===== src/rtl/irq_qw_pkg.sv =====
package irq_qw_pkg;

  localparam int LEN_W = 15;

  typedef enum logic [2:0] {
    F_IDLE,
    F_PEND,
    F_RQ_PTR,
    F_WT_PTR,
    F_RQ_LEN,
    F_WT_LEN
  } fetch_state_e;

  // Zero is not a legal length field; fall back to the two-entry minimum.
  function automatic logic [LEN_W-1:0] len_fix(input logic [LEN_W-1:0] f);
    return (f == '0) ? LEN_W'(1) : f;
  endfunction

  // Entry index after a write; index equal to the last slot wraps to zero.
  function automatic logic [LEN_W-1:0] idx_next(input logic [LEN_W-1:0] idx,
                                                input logic [LEN_W-1:0] last);
    return (idx == last) ? '0 : idx + LEN_W'(1);
  endfunction

  // Byte address of an entry: base plus four bytes per entry.
  function automatic logic [31:0] slot_addr(input logic [31:0] base,
                                            input logic [LEN_W-1:0] idx);
    return base + {{(32-LEN_W-2){1'b0}}, idx, 2'b00};
  endfunction

endpackage


===== src/rtl/irq_evt_fifo.sv =====
module irq_evt_fifo #(
  parameter int DEPTH = 8,
  parameter int W     = 32,
  localparam int PTR_W = (DEPTH > 1) ? $clog2(DEPTH) : 1,
  localparam int CNT_W = $clog2(DEPTH + 1)
) (
  input  logic         clk,
  input  logic         rst_n,
  input  logic         push_req,
  input  logic [W-1:0] push_data,
  input  logic         pop,
  output logic         push_ok,
  output logic         full,
  output logic         empty,
  output logic [W-1:0] head
);

  logic [W-1:0]     mem [DEPTH];
  logic [PTR_W-1:0] rd_q, wr_q;
  logic [CNT_W-1:0] cnt_q;
  logic             pop_ok;

  assign full    = (cnt_q == CNT_W'(DEPTH));
  assign empty   = (cnt_q == '0);
  assign push_ok = push_req && !full;
  assign pop_ok  = pop && !empty;
  assign head    = mem[rd_q];

  function automatic logic [PTR_W-1:0] ptr_inc(input logic [PTR_W-1:0] p);
    return (p == PTR_W'(DEPTH - 1)) ? '0 : p + PTR_W'(1);
  endfunction

  always_ff @(posedge clk) begin
    if (push_ok) mem[wr_q] <= push_data;
  end

  always_ff @(posedge clk) begin
    if (!rst_n) begin
      rd_q  <= '0;
      wr_q  <= '0;
      cnt_q <= '0;
    end else begin
      if (push_ok) wr_q <= ptr_inc(wr_q);
      if (pop_ok)  rd_q <= ptr_inc(rd_q);
      case ({push_ok, pop_ok})
        2'b10:   cnt_q <= cnt_q + CNT_W'(1);
        2'b01:   cnt_q <= cnt_q - CNT_W'(1);
        default: cnt_q <= cnt_q;
      endcase
    end
  end

  // Occupancy never exceeds the FIFO depth.
  assert_fifo_bound_R7: assert property (@(posedge clk) disable iff (!rst_n)
    cnt_q <= CNT_W'(DEPTH));

  // A full FIFO with no pop stays full and keeps its head entry.
  assert_full_holds_R7: assert property (@(posedge clk) disable iff (!rst_n)
    (full && !pop) |=> (full && $stable(head)));

endmodule


===== src/rtl/irq_desc_fetch.sv =====
module irq_desc_fetch
  import irq_qw_pkg::*;
(
  input  logic        clk,
  input  logic        rst_n,
  input  logic        svc_req,
  input  logic [31:0] svc_addr,
  input  logic        start_ok,
  output logic        rd_req_valid,
  input  logic        rd_req_ready,
  output logic [31:0] rd_req_addr,
  input  logic        rd_rsp_valid,
  input  logic [31:0] rd_rsp_data,
  output logic        busy,
  output logic        active,
  output logic        ld_base,
  output logic        ld_len,
  output logic [31:0] ld_word
);

  fetch_state_e st_q, st_d;
  logic [31:0]  addr_q;

  assign busy    = (st_q != F_IDLE);
  assign active  = busy && (st_q != F_PEND);
  assign ld_base = (st_q == F_WT_PTR) && rd_rsp_valid;
  assign ld_len  = (st_q == F_WT_LEN) && rd_rsp_valid;
  assign ld_word = rd_rsp_data;

  always_comb begin
    rd_req_valid = 1'b0;
    rd_req_addr  = addr_q;
    st_d         = st_q;
    case (st_q)
      F_IDLE:   if (svc_req) st_d = F_PEND;
      F_PEND:   if (start_ok) st_d = F_RQ_PTR;
      F_RQ_PTR: begin
        rd_req_valid = 1'b1;
        if (rd_req_ready) st_d = F_WT_PTR;
      end
      F_WT_PTR: if (rd_rsp_valid) st_d = F_RQ_LEN;
      F_RQ_LEN: begin
        rd_req_valid = 1'b1;
        rd_req_addr  = addr_q + 32'd4;
        if (rd_req_ready) st_d = F_WT_LEN;
      end
      F_WT_LEN: if (rd_rsp_valid) st_d = F_IDLE;
      default:  st_d = F_IDLE;
    endcase
  end

  always_ff @(posedge clk) begin
    if (!rst_n) begin
      st_q   <= F_IDLE;
      addr_q <= '0;
    end else begin
      st_q <= st_d;
      if (st_q == F_IDLE && svc_req) addr_q <= svc_addr & ~32'h3;
    end
  end

  // Descriptor reads are always dword aligned.
  assert_rd_aligned_R8: assert property (@(posedge clk) disable iff (!rst_n)
    rd_req_valid |-> (rd_req_addr[1:0] == 2'b00));

  // A read request that is not accepted stays presented at the same address.
  assert_rd_hold_R8: assert property (@(posedge clk) disable iff (!rst_n)
    (rd_req_valid && !rd_req_ready) |=> (rd_req_valid && $stable(rd_req_addr)));

endmodule


===== src/rtl/irq_queue_geom.sv =====
module irq_queue_geom
  import irq_qw_pkg::*;
(
  input  logic        clk,
  input  logic        rst_n,
  input  logic        base_ld,
  input  logic [31:0] base_word,
  input  logic        len_ld,
  input  logic [31:0] len_word,
  input  logic        advance,
  output logic [31:0] cur_addr,
  output logic        cfg_err
);

  logic [31:0]      base_q;
  logic [LEN_W-1:0] last_q;
  logic [LEN_W-1:0] idx_q;
  logic [LEN_W-1:0] len_field;

  assign len_field = len_word[LEN_W-1:0];
  assign cur_addr  = slot_addr(base_q, idx_q);

  always_ff @(posedge clk) begin
    if (!rst_n) begin
      base_q  <= '0;
      last_q  <= LEN_W'(1);
      idx_q   <= '0;
      cfg_err <= 1'b0;
    end else begin
      if (base_ld) base_q <= base_word & ~32'h3;
      if (len_ld) begin
        last_q  <= len_fix(len_field);
        cfg_err <= (len_field == '0);
      end
      if (base_ld || len_ld) idx_q <= '0;
      else if (advance)      idx_q <= idx_next(idx_q, last_q);
    end
  end

  // The stored last index is never zero.
  assert_len_nonzero_R5: assert property (@(posedge clk) disable iff (!rst_n)
    last_q != '0);

  // The entry index never runs past the last slot.
  assert_idx_range_R4: assert property (@(posedge clk) disable iff (!rst_n)
    idx_q <= last_q);

  // Any load restarts the pointer at the base.
  assert_load_restart_R2: assert property (@(posedge clk) disable iff (!rst_n)
    (base_ld || len_ld) |=> (cur_addr == base_q));

endmodule


===== src/rtl/irq_desc_queue_writer.sv =====
module irq_desc_queue_writer
  import irq_qw_pkg::*;
#(
  parameter int FIFO_DEPTH = 8,
  parameter int TYPE_W     = 4,
  localparam int NTYPES    = 1 << TYPE_W
) (
  input  logic              clk,
  input  logic              rst_n,
  input  logic              cfg_wr_en,
  input  logic              cfg_wr_sel,
  input  logic [31:0]       cfg_wr_data,
  input  logic              svc_req,
  input  logic [31:0]       svc_desc_addr,
  input  logic              evt_valid,
  input  logic [TYPE_W-1:0] evt_type,
  input  logic [31:0]       evt_word,
  input  logic [NTYPES-1:0] evt_mask,
  output logic              rd_req_valid,
  input  logic              rd_req_ready,
  output logic [31:0]       rd_req_addr,
  input  logic              rd_rsp_valid,
  input  logic [31:0]       rd_rsp_data,
  output logic              wr_valid,
  input  logic              wr_ready,
  output logic [31:0]       wr_addr,
  output logic [31:0]       wr_data,
  output logic              fetch_busy,
  output logic              cfg_err,
  output logic              evt_overflow
);

  // Named internal events.
  logic        evt_masked, evt_offer, evt_accept, evt_drop;
  logic        fifo_full, fifo_empty;
  logic        wr_fire, wr_stalled, fetch_active;
  logic        f_ld_base, f_ld_len;
  logic [31:0] f_word;
  logic        base_ld, len_ld;
  logic [31:0] base_word, len_word;

  assign evt_masked = evt_mask[evt_type];
  assign evt_offer  = evt_valid && !evt_masked;
  assign evt_drop   = evt_offer && fifo_full;

  irq_evt_fifo #(.DEPTH(FIFO_DEPTH), .W(32)) u_fifo (
    .clk       (clk),
    .rst_n     (rst_n),
    .push_req  (evt_offer),
    .push_data (evt_word),
    .pop       (wr_fire),
    .push_ok   (evt_accept),
    .full      (fifo_full),
    .empty     (fifo_empty),
    .head      (wr_data)
  );

  assign wr_valid   = !fifo_empty && !fetch_active;
  assign wr_fire    = wr_valid && wr_ready;
  assign wr_stalled = wr_valid && !wr_ready;

  irq_desc_fetch u_fetch (
    .clk          (clk),
    .rst_n        (rst_n),
    .svc_req      (svc_req),
    .svc_addr     (svc_desc_addr),
    .start_ok     (!wr_stalled),
    .rd_req_valid (rd_req_valid),
    .rd_req_ready (rd_req_ready),
    .rd_req_addr  (rd_req_addr),
    .rd_rsp_valid (rd_rsp_valid),
    .rd_rsp_data  (rd_rsp_data),
    .busy         (fetch_busy),
    .active       (fetch_active),
    .ld_base      (f_ld_base),
    .ld_len       (f_ld_len),
    .ld_word      (f_word)
  );

  // A fetched dword takes priority over a direct write in the same cycle.
  assign base_ld   = f_ld_base || (cfg_wr_en && !cfg_wr_sel);
  assign len_ld    = f_ld_len  || (cfg_wr_en &&  cfg_wr_sel);
  assign base_word = f_ld_base ? f_word : cfg_wr_data;
  assign len_word  = f_ld_len  ? f_word : cfg_wr_data;

  irq_queue_geom u_geom (
    .clk       (clk),
    .rst_n     (rst_n),
    .base_ld   (base_ld),
    .base_word (base_word),
    .len_ld    (len_ld),
    .len_word  (len_word),
    .advance   (wr_fire),
    .cur_addr  (wr_addr),
    .cfg_err   (cfg_err)
  );

  always_ff @(posedge clk) begin
    if (!rst_n)        evt_overflow <= 1'b0;
    else if (evt_drop) evt_overflow <= 1'b1;
  end

  // A stalled write keeps its address and data until it is accepted.
  assert_wr_hold_R10: assert property (@(posedge clk) disable iff (!rst_n)
    (wr_stalled && !cfg_wr_en) |=> (wr_valid && $stable(wr_addr) && $stable(wr_data)));

  // No queue write is offered while the descriptor reads are running.
  assert_no_wr_in_fetch_R9: assert property (@(posedge clk) disable iff (!rst_n)
    rd_req_valid |-> !wr_valid);

  // Queue writes are always dword aligned.
  assert_wr_aligned_R2: assert property (@(posedge clk) disable iff (!rst_n)
    wr_valid |-> (wr_addr[1:0] == 2'b00));

  // The overflow flag, once set, stays set.
  assert_ovf_sticky_R7: assert property (@(posedge clk) disable iff (!rst_n)
    evt_overflow |=> evt_overflow);

  // A masked event is never counted as accepted.
  assert_mask_blocks_R6: assert property (@(posedge clk) disable iff (!rst_n)
    (evt_valid && evt_masked) |-> !evt_accept);

endmodule


===== config.mk =====
export PLATFORM = sky130hd
export DESIGN_NAME = irq_desc_queue_writer
export DESIGN_NICKNAME = d
export VERILOG_FILES = /design/src/rtl/irq_qw_pkg.sv /design/src/rtl/irq_evt_fifo.sv /design/src/rtl/irq_desc_fetch.sv /design/src/rtl/irq_queue_geom.sv /design/src/rtl/irq_desc_queue_writer.sv
export SDC_FILE = /design/constraint.sdc
export NUM_CORES = 1
export LEC_CHECK = 0
export ABC_AREA = 1
export BUFFER_PORTS_ARGS = -buffer_cell sky130_fd_sc_hd__buf_2
export CORE_MARGIN = 5
export CORE_UTILIZATION = 35
export CTS_CLUSTER_DIAMETER = 200
export DETAILED_ROUTE_END_ITERATION = 8
export RECOVER_POWER = 100
export REMOVE_ABC_BUFFERS = 1
export SLEW_MARGIN = 20
export SYNTH_ARGS = -nofsm -noshare
export SYNTH_HDL_FRONTEND = slang
export SYNTH_HIERARCHICAL = 1
export SYNTH_SLANG_ARGS = --single-unit

===== constraint.sdc =====
create_clock -name clk -period 9.2 [get_ports clk]
set_clock_uncertainty 0.2 [all_clocks]
set_input_delay 0.92 -clock clk [delete_from_list [all_inputs] [get_ports clk]]
set_output_delay 0.92 -clock clk [all_outputs]
set_load 0.1 [all_outputs]

# Word level (Yosys, flattened, before mapping)
# Memories as Yosys holds them, arrays and structs flattened. A register that Yosys moved wholly into a read port is not among the register bits.
# Index checks and enable logic that the tools add are counted.
# totals
regBits	105
ram_bits	256
input_bits	157
out_inout_bits	101
elab_cells	90
mem_count	1
# classes
add_sub_neg	7
n_lt_le_gt_ge	1
n_eq_ne	18
mux	22
bitwise	1
n_reduce_logical	30
# memory_table
name	words	word_bits	read_ports	rd_clocked_by_memory_dff	wr	line	rtl
u_fifo.mem	8	32	1	1	1	irq_evt_fifo.sv:18	logic [W-1:0] mem [DEPTH];
# ops
op	n
32-bit two-way mux	2
15-bit two-way mux	3
32-bit by 17-bit adder with 32-bit output	1
32-bit by 3-bit adder with 32-bit output, second input constant	1
3-bit two-way mux	10
3-bit one-hot mux with 6 select lines	1
15-bit by 1-bit adder with 15-bit output, second input constant	1
15-bit equality test	1
15-bit logical NOT	1
1-bit logical AND	13
3-bit equality test, second input constant	4
2-bit != test, second input constant	6
4-bit one-hot mux with 2 select lines	1
3-bit by 1-bit adder with 3-bit output, second input constant	2
3-bit by 2-bit equality test with 1-bit output, second input constant	2
1-bit logical NOT	6
6-bit AND reduction	1
4-bit by 5-bit less-than comparator with 1-bit output, second input constant	1
4-bit by 1-bit adder with 4-bit output, second input constant	1
1-bit binary-select mux with 4-bit select	1
4-bit equality test, second input constant	1
4-bit logical NOT	1
1-bit two-way mux	4
2-bit OR reduction	2
10 further kinds	12

# Logic depth before layout (Yosys ltp)
# logic_depth
word_depth	8
ltp_mapped	19
mapped_depth_nobuf	18

# Cells and area by module
# Netlist, hierarchy kept.
# modules_own_cells
module	n_inst	cells_per_inst	area_per_inst_um2	seq_area_each_um2
irq_evt_fifo	1	814	10655.2	7947.6
irq_queue_geom	1	640	4144.0	1221.2
irq_desc_fetch	1	376	2427.3	660.6
irq_desc_queue_writer	1	233	1043.5	20.0

# Least setup slack after synthesis
# OpenSTA, ideal clock, no wires.
# synth_timing
path_kind	reg2out
startpoint	register u_geom.idx_q[0]
endpoint	output port wr_addr[14]
arrival_time_ns	2.967
required_time_ns	8.080
slack_ns	5.113
stages_incl_launch_ff	10
path_buffers	0
cell_sequence	dfxtp_1 ha_1 inv_1 fa_1 inv_1 nand3_1 nand3_1 nand3_1 nand3_1 xor2_1
# synth_between
elab_chain_cells	1
# synth_lines
element	line	rtl
start: declaration	irq_queue_geom.sv:17	logic [LEN_W-1:0] idx_q;
start signal: assignment	irq_queue_geom.sv:36	else if (advance) idx_q <= idx_next(idx_q, last_q);
32-bit by 17-bit adder with 32-bit output	irq_qw_pkg.sv:28	return base + {{(32-LEN_W-2){1'b0}}, idx, 2'b00};
end: declaration	irq_desc_queue_writer.sv:26	output logic [31:0] wr_addr,
# No other way between the ends.

==> results.json <==
{
  "holdPathStages": 2,
  "postRouteAntennaNets": 0,
  "cp_max_fo": 72,
  "max_stage_delay_ns": 1.65,
  "rsz0062_at_grt": "no",
  "die_h_um": 237,
  "cts_resized": 0,
  "die-area_um2": 56400,
  "wl_um": 45700,
  "r2r_end": "u_fifo/mem[5][23]$_DFFE_PP_",
  "antenna_found_initial": 1,
  "r2r_slack_ns": 5.22,
  "crit_type": "flop to output pin",
  "finalSetupTns_ns": 0,
  "cts_post_setup_buffers_inserted": 0,
  "ir_drop_mv": 0.206,
  "arrival_ns": 4.93,
  "crit_family": "buffers and inverters",
  "syn-instance-count": 2024,
  "portBuffers": 251,
  "slew_headroom_pct": -128,
  "yosysWarnings": 6,
  "overflow": 0,
  "viasPerCell": 4.81,
  "cap_violations": 10,
  "clock_sinks": 364,
  "hold_violations": 0,
  "clockBufferDepth": 3,
  "drive_above_1_share_pct": 11.8,
  "rows": 83,
  "avgSynthCellArea_um2": 8.94,
  "numCtsBuffers": 42,
  "path_depth": 7,
  "cts_hold_buf": 0,
  "worst_ep_required_time_ns": 8.08,
  "drt_pre_antenna_iters": 5,
  "pwr_density_cell_nw_per_um2": 290,
  "first_iter_violations": 767,
  "fin_nets": 2404,
  "r2r-start": "u_fifo/cnt_q[1]$_SDFFE_PN0P_",
  "core_area_um2": 51300,
  "power.total_mw": 6.05,
  "drc_errors": 0,
  "grt_util_all_layers_pct": 15.8,
  "instances_no_fill": 2932,
  "initial_core_util_pct": 35.3,
  "whs_ns": 0.255,
  "synth_area_um2": 18100,
  "cts_tree": "done",
  "status": "finished with violations",
  "gp_congestion": 0.878,
  "endpoint_kind": "output pin",
  "num_io_pins": 258,
  "failed_checks": "capacitance limit, slew limit",
  "maxSlewViolCount": 360,
  "power.leakage_nw": 8.21,
  "worstPathCellList": "inv_1 > buf_4 > o21ai_0 > o21ai_0 > nand2_1 > nand2_1 > clkbuf_1",
  "hold_path_class": "flop to flop",
  "grt_pass1_vias": 13801,
  "die_w_um": 237,
  "antenna-diode-count": 0,
  "fmax_mhz": 165,
  "placed_cells": 2858,
  "ff2ff_path_depth": 7,
  "finalCritPeriodShare_pct": 65.8,
  "crit_path_top_delay_cell": "dfxtp_1",
  "cts_root_buf": "clkbuf_16",
  "clk_latency_ns": 0.56,
  "htree_num_levels": 2,
  "finalSetupViolations": 0,
  "syn2layout_area_growth_pct": 15.3,
  "dpl_worst_slack_ns": 5.32,
  "crit_end": "wr_data[6]",
  "fin_crit_ns": 6.05,
  "grt_pass1_wl_um": 72600,
  "worst_setup_path_start_kind": "flop",
  "fin_ws_ns": 3.15,
  "clk_pin_slew_ns": 0.06,
  "dpl.hpwl_um": 29800,
  "wl_per_cell_um": 15.6,
  "crit_buf_inv": 3,
  "vias": 14107,
  "tightest_slew_ns": 3.42,
  "grt_max_degree": 99
}
-- sequential cells by signal, indices dropped and copies added (netlist names), named ones only --
signal and flops:
evt_overflow 1, u_fetch/addr_q 30, u_fetch/st_q 3, u_fifo/cnt_q 4
u_fifo/mem 256, u_fifo/rd_q 3, u_fifo/wr_q 3, u_geom/base_q 30
u_geom/cfg_err 1, u_geom/idx_q 15, u_geom/last_q 15
-- worst min-delay path: cells and delay by family, from the launching register on --
family	cells	cell delay, ns
AO/OA/AOI/OAI	1	0.05
buffers and inverters	1	0.05
flip-flops	1	0.31
-- cell type report --
| class | instances | area (µm²) |
|---|---|---|
| Clock buffer | 49 | 1100 |
| Clock inverter | 25 | 304 |
| Fill cell | 5141 | 30400 |
| Inverter | 210 | 790 |
| Multi-Input combinational cell | 1334 | 6760 |
| Sequential cell | 364 | 9850 |
| Tap cell | 680 | 851 |
| Timing Repair Buffer | 270 | 1210 |
-- power breakdown --
group,internal (mW),switching (mW),total [mW]
combinational,0.389,1.95,2.34
sequential,1.89,0.127,2.01
clock,1.03,0.671,1.70
total,3.30,2.75,6.05
-- worst min-delay path by stage --
| stage | startpoint | to |
|---|---|---|
| after floorplan | u_fetch/addr_q[8]$_SDFFE_PN0P_ | u_fetch/addr_q[8]$_SDFFE_PN0P_ |
| after global placement | evt_overflow$_SDFFE_PN0P_ | evt_overflow$_SDFFE_PN0P_ |
| after detailed placement | evt_overflow$_SDFFE_PN0P_ | evt_overflow$_SDFFE_PN0P_ |
| after CTS | evt_overflow$_SDFFE_PN0P_ | evt_overflow$_SDFFE_PN0P_ |
| after global routing | evt_overflow$_SDFFE_PN0P_ | evt_overflow$_SDFFE_PN0P_ |
| final | evt_overflow$_SDFFE_PN0P_ | evt_overflow$_SDFFE_PN0P_ |
-- routing by layer --
metal  wire (µm)  global-route usage, %  share of wire [%]  up-vias
met5           9                      0              0.020        -
met4         858                   3.88                1.9        2
met3        2280                   3.14                5.0       63
met2       22300                   27.0                 49      327
met1       20300                   20.6                 44     6616
li1            -                      -                  -     7099
-- metrics by stage --
step	area, µm²	util (%)
after floorplan	17400	-
after global placement	19700	38.4
after detailed placement	19700	38.4
after CTS	21100	41.2
after global routing	20900	40.7
final	20900	40.7
-- cell usage in the layout (no fill, tap or decap), drive strengths merged --
| cell | instances |
|---|---|
| nand3b | 6 |
| mux2i | 33 |
| buf | 135 |
| edfxtp | 256 |
| ha | 24 |
| a21oi | 64 |
| inv | 208 |
| nand3 | 94 |
| xnor2 | 18 |
| nor2 | 283 |
| bufinv | 6 |
| o21ai | 257 |
| and3 | 3 |
| clkbuf | 184 |
| dfxtp | 108 |
| o21bai | 1 |
| nor3 | 19 |
| conb | 4 |
| a22oi | 1 |
| fa | 1 |
| nand2 | 428 |
| xor2 | 42 |
| clkinvlp | 4 |
| o22ai | 35 |
| clkinv | 17 |
| a21o | 1 |
| o211a | 1 |
| nor4 | 1 |
| nand4 | 18 |
No activity file was read; power rests on OpenSTA's default activity.
